<file path="config.mk">
export PLATFORM = sky130hd
export DESIGN_NAME = dispatch_admit
export DESIGN_NICKNAME = d
export VERILOG_FILES = /design/src/rtl/dispatch_admit_pkg.sv /design/src/rtl/adm_res_slot.sv /design/src/rtl/adm_stall_arb.sv /design/src/rtl/dispatch_admit.sv
export SDC_FILE = /design/constraint.sdc
export NUM_CORES = 1
export LEC_CHECK = 0
export BUFFER_PORTS_ARGS = -buffer_cell sky130_fd_sc_hd__buf_2
export CELL_PAD_IN_SITES_DETAIL_PLACEMENT = 0
export CELL_PAD_IN_SITES_GLOBAL_PLACEMENT = 2
export CORE_UTILIZATION = 33
export DETAILED_ROUTE_END_ITERATION = 16
export PLACE_DENSITY_LB_ADDON = 0.1
export SLEW_MARGIN = 0
export SYNTH_ARGS = -nofsm -noshare
export SYNTH_HDL_FRONTEND = slang
export SYNTH_SLANG_ARGS = --single-unit
</file>
<file path="constraint.sdc">
create_clock -name clk -period 3.95 [get_ports clk]
set_input_delay 0.5925 -clock clk [delete_from_list [all_inputs] [get_ports clk]]
set_output_delay 0.5925 -clock clk [all_outputs]
set_load 0.03 [all_outputs]
</file>
<file path="src/rtl/dispatch_admit_pkg.sv">
package dispatch_admit_pkg;

  typedef enum logic [2:0] {
    STALL_NONE  = 3'd0,
    STALL_LDQ   = 3'd1,
    STALL_STQ   = 3'd2,
    STALL_ROOM  = 3'd3,
    STALL_HELD  = 3'd4
  } stall_e;

endpackage

</file>
<file path="src/rtl/adm_res_slot.sv">
module adm_res_slot #(
  parameter int DEPTH_W = 4,
  parameter int HOLD_W  = 4,
  parameter logic [DEPTH_W-1:0] DEPTH = '0
) (
  input  logic               clk,
  input  logic               rst_n,
  input  logic               take,
  input  logic               give,
  input  logic [HOLD_W-1:0]  give_hold,
  output logic               no_room,
  output logic               held,
  output logic [DEPTH_W-1:0] occ
);

  generate
    if (DEPTH == '0) begin : g_unbuf
      logic              held_q;
      logic [HOLD_W-1:0] left_q;

      always_ff @(posedge clk or negedge rst_n) begin
        if (!rst_n) begin
          held_q <= 1'b0;
          left_q <= '0;
        end else begin
          if (take) held_q <= 1'b1;
          if (give) begin
            left_q <= give_hold;
            if (give_hold == '0) held_q <= 1'b0;
          end else if (left_q != '0) begin
            left_q <= left_q - 1'b1;
            if (left_q == HOLD_W'(1)) held_q <= 1'b0;
          end
        end
      end

      assign no_room = 1'b0;
      assign held    = held_q;
      assign occ     = {{(DEPTH_W-1){1'b0}}, held_q};
    end else begin : g_buf
      logic [DEPTH_W-1:0] cnt_q;
      logic               unused_hold;

      assign unused_hold = ^give_hold;

      always_ff @(posedge clk or negedge rst_n) begin
        if (!rst_n) begin
          cnt_q <= '0;
        end else begin
          unique case ({take, give})
            2'b10: if (cnt_q != DEPTH) cnt_q <= cnt_q + 1'b1;
            2'b01: if (cnt_q != '0)    cnt_q <= cnt_q - 1'b1;
            default: cnt_q <= cnt_q;
          endcase
        end
      end

      assign no_room = (cnt_q == DEPTH);
      assign held    = 1'b0;
      assign occ     = cnt_q;
    end
  endgenerate

endmodule

</file>
<file path="src/rtl/adm_stall_arb.sv">
module adm_stall_arb
  import dispatch_admit_pkg::*;
(
  input  logic   may_load,
  input  logic   lq_full,
  input  logic   may_store,
  input  logic   sq_full,
  input  logic   any_no_room,
  input  logic   any_held,
  output stall_e code
);

  always_comb begin
    if (may_load && lq_full)       code = STALL_LDQ;
    else if (may_store && sq_full) code = STALL_STQ;
    else if (any_no_room)          code = STALL_ROOM;
    else if (any_held)             code = STALL_HELD;
    else                           code = STALL_NONE;
  end

endmodule

</file>
<file path="src/rtl/dispatch_admit.sv">
module dispatch_admit
  import dispatch_admit_pkg::*;
#(
  parameter int NUM_RES = 4,
  parameter int DEPTH_W = 4,
  parameter int HOLD_W  = 4,
  parameter logic [NUM_RES*DEPTH_W-1:0] RES_DEPTHS = {4'd1, 4'd0, 4'd3, 4'd2}
) (
  input  logic               clk,
  input  logic               rst_n,
  input  logic               disp_valid,
  output logic               disp_ready,
  input  logic               disp_may_load,
  input  logic               disp_may_store,
  input  logic [NUM_RES-1:0] disp_res_mask,
  input  logic               lq_full,
  input  logic               sq_full,
  output logic [2:0]         stall_code,
  input  logic               iss_valid,
  input  logic [NUM_RES-1:0] iss_mask,
  input  logic [HOLD_W-1:0]  iss_hold
);

  localparam int OCC_BITS = NUM_RES * DEPTH_W;

  logic [NUM_RES-1:0]  room_gone;
  logic [NUM_RES-1:0]  res_held;
  logic [OCC_BITS-1:0] occ_flat;
  logic                accept;
  stall_e              code;

  assign accept = disp_valid && disp_ready;

  for (genvar i = 0; i < NUM_RES; i++) begin : g_slot
    adm_res_slot #(
      .DEPTH_W (DEPTH_W),
      .HOLD_W  (HOLD_W),
      .DEPTH   (RES_DEPTHS[i*DEPTH_W +: DEPTH_W])
    ) u_slot (
      .clk       (clk),
      .rst_n     (rst_n),
      .take      (accept && disp_res_mask[i]),
      .give      (iss_valid && iss_mask[i]),
      .give_hold (iss_hold),
      .no_room   (room_gone[i]),
      .held      (res_held[i]),
      .occ       (occ_flat[i*DEPTH_W +: DEPTH_W])
    );
  end

  adm_stall_arb u_arb (
    .may_load    (disp_may_load),
    .lq_full     (lq_full),
    .may_store   (disp_may_store),
    .sq_full     (sq_full),
    .any_no_room (|(disp_res_mask & room_gone)),
    .any_held    (|(disp_res_mask & res_held)),
    .code        (code)
  );

  assign stall_code = code;
  assign disp_ready = (code == STALL_NONE);

endmodule

</file>
==> out/qor.yml <==
place:
  dp_hpwl_mm: 2.158
  gp_congestion: 0.7995
  dpl_worst_slack_ns: 0.8542
  io_buffers: 23
floorplanning:
  ioPinCount: 24
  fp-row-count: 22
  fp.dieH_um: 65.01
  core_area_mm2: 0.003744
  start_util_pct: 34.99
  fp.dieW_um: 65.01
  die_area_mm2: 0.004226
sta:
  fin_setup_tns_ns: 0
  tightestPinTransition_ns: 0.6446
  setup_ws_ns: 0.9442
  rsz0062_at_grt: "no"
  slew-limit-headroom_pct: 56.66
  setup_viol: 0
  fin_skew_ns: 0.001923
  clock.fmax_ghz: 0.3327
  hold_viol: 0
  min_period_ns: 3.006
  maxSlewViolCount: 0
  finalCritPeriodShare_pct: 76.10
cells_and_area:
  antenna_cells: 0
  regArea_um2: 425.4
  drive_gt1_share_pct: 17.54
  multi_input_area_um2: 827.0
  fillerInstances: 398
  final_cell_mix: "buf_2, dfrtp_1, ha_1"
  syn2layout_area_growth_pct: 16.43
  layout_commonest_cell: "buf_2"
  nets: 210
yosys:
  syn_area_mm2: 0.001310
  syn_area_per_cell_um2: 9.035
  async_flop_share_pct: 100.0
  yosysTopAreaCell: "dfrtp_1"
  yosysSeqAreaShare_pct: 32.47
  syn_nets: 183
  ys.flop_type: "dfrtp_1"
  synth_top_area_share_pct: 32.47
  synthCells: 145
  ys_top_cells_by_area: "dfrtp_1, ha_1, a21oi_1, inv_1, xor2_1"
  ys_ff_latch: 17
  synth_edf_count: 0
  yosysUniqueCellTypes: 38
  synth_warnings: 0
clock_network:
  ctsHtreeMaxLevel: 1
  tritoncts: "done"
  cts_made_buffers: 3
  root_buffer: "clkbuf_8"
  clock_sinks: 17
  holdBufCountCts: 0
  insertion_delay_ns: 0.25
  post_cts_buffers: 0
  max-clock-path-buffers: 2
  cts_resized: 0
  clk_pin_slew_ns: 0.07
route:
  wl_per_cell_um: 12.29
  detail-route-antenna-nets: 0
  drt_first_pass_iters: 4
  drt_iter0_markers: 51
  post-route-drc-count: 0
  viasPerCell: 4.858
  wl_mm: 2.691
  dr_total_vias: 1064
global_routing:
  grt_pass1_vias: 1136
  top_usage_layer: "met2"
  gr-usage-met1_pct: 17.43
  grtUsageMet2_pct: 27.60
  grt_max_degree: 18
  met3_usage_pct: 2.113
  overflow: 0
  track_usage_pct: 14.85
  grt_pass1_wl_mm: 4.843
  antenna_found_initial: 0
pwr:
  p_per_area_mw_per_mm2: 614.0
  p_leak_nw: 0.7797
  ir_drop_v: 0.0002184
worst_setup_path:
  crit_chain: "inv_1 -> ha_1 -> nor4bb_1 -> a41o_1 -> nor3_2 -> nand2_1 -> ha_1 -> ha_1 -> or2_2 -> and3_1 -> o31ai_1 -> o41ai_1"
  crit_type: "reg2reg"
  cp_max_fo: 7
  crit_arrival_ns: 3.13
  crit_top_cell: "ha_1"
  max_stage_delay_ns: 0.39
  r2r_cells: 12
  end_kind: "register"
  cp.required_ns: 4.08
  start_kind: "register"
  slowest_stage: "dfrtp_1"
  rrSetupSlack_ns: 0.94
hold_path:
  min_path_type: "in2async"
status:
  status: "completed"
flow_run:
  cap_violations: 0
## critical path, delay by kind of cell (launching register included)
kind,cells,cell delay [ns]
flops,1,0.39
simple gates,5,1.06
compound gates,3,0.57
fa+ha+maj,3,0.78
buf+inv,1,0.10
## cells by family after synthesis
| kind of cell | count (synthesis) | share of synthesized area (%) |
|---|---|---|
| buffers and inverters | 15 | 4.393 |
| adders and majority gates | 18 | 18.34 |
| AOI/OAI and AO/OA | 30 | 14.42 |
| and+or+nand+nor | 52 | 21.21 |
| DFF | 17 | 32.47 |
| muxes | 4 | 3.152 |
| xor gates and xnor gates | 9 | 6.018 |
## metrics by stage
step	cells	utilization (%)	cell area [um^2]	hold slack (ns)	power [mW]
3_3_place_gp	215	39.54	1480	0.4641	0.8007
6_report	219	40.74	1525	0.2627	0.9365
3_5_place_dp	215	39.54	1480	0.4702	0.8147
2_1_floorplan	145	-	1310	0.2969	0.6991
5_1_grt	219	40.74	1525	0.2829	1.045
4_1_cts	219	40.74	1525	0.2771	0.9512
## registers in the layout, summed over array words and instances, names as in the netlist
signal	cells
g_slot.u_slot.g_unbuf.left_q	4
g_slot.u_slot.occ	12
g_slot.u_slot.held	1
## layer usage
| layer | vias to the layer above | part of all wire, % |
|---|---|---|
| met4 | 0 | 0.63 |
| met1 | 497 | 46 |
| li1 | 556 | - |
| met3 | 2 | 2.2 |
| met2 | 9 | 51 |
| met5 | - | 0 |
## synth_stat cells, drive strengths merged, types with 2 or more instances
cell type / instances
dfrtp: 17
ha: 16
inv: 14
nand2: 13
a21oi: 11
nor2: 11
xor2: 6
and2: 5
nand3: 5
o21ai: 5
nor3: 4
and3: 3
mux2i: 3
o31ai: 3
xnor2: 3
a21o: 2
a22oi: 2
a31oi: 2
fa: 2
## report_power, final
part	internal [mW]	leakage (nW)	switching, mW
Combinational	0.202	0.557	0.238
Sequential	0.263	0.200	0.101
Clock	0.0715	0.0228	0.0613
## path summary, 6_finish.rpt
kind	from	endpoint
max in group asynchronous	rst_n	g_slot[3].u_slot.occ[3]
worst max-delay path	g_slot[3].u_slot.occ[1]	g_slot[1].u_slot.occ[3]
worst min-delay path	rst_n	g_slot[2].u_slot.g_unbuf.left_q[1]
worst min register to register	g_slot[0].u_slot.occ[3]	g_slot[0].u_slot.occ[3]
min in group clk	g_slot[0].u_slot.occ[3]	g_slot[0].u_slot.occ[3]
worst max register to register	g_slot[3].u_slot.occ[1]	g_slot[1].u_slot.occ[3]
## area by class of cell
type                            count  area share (%)
Multi-Input combinational cell    113           54.22
Sequential cell                    17           27.89
Timing Repair Buffer               23           7.547
Tap cell                           48           3.938
Inverter                           14           3.445
Clock buffer                        4           2.953
Power figures use the tool's default switching activity.
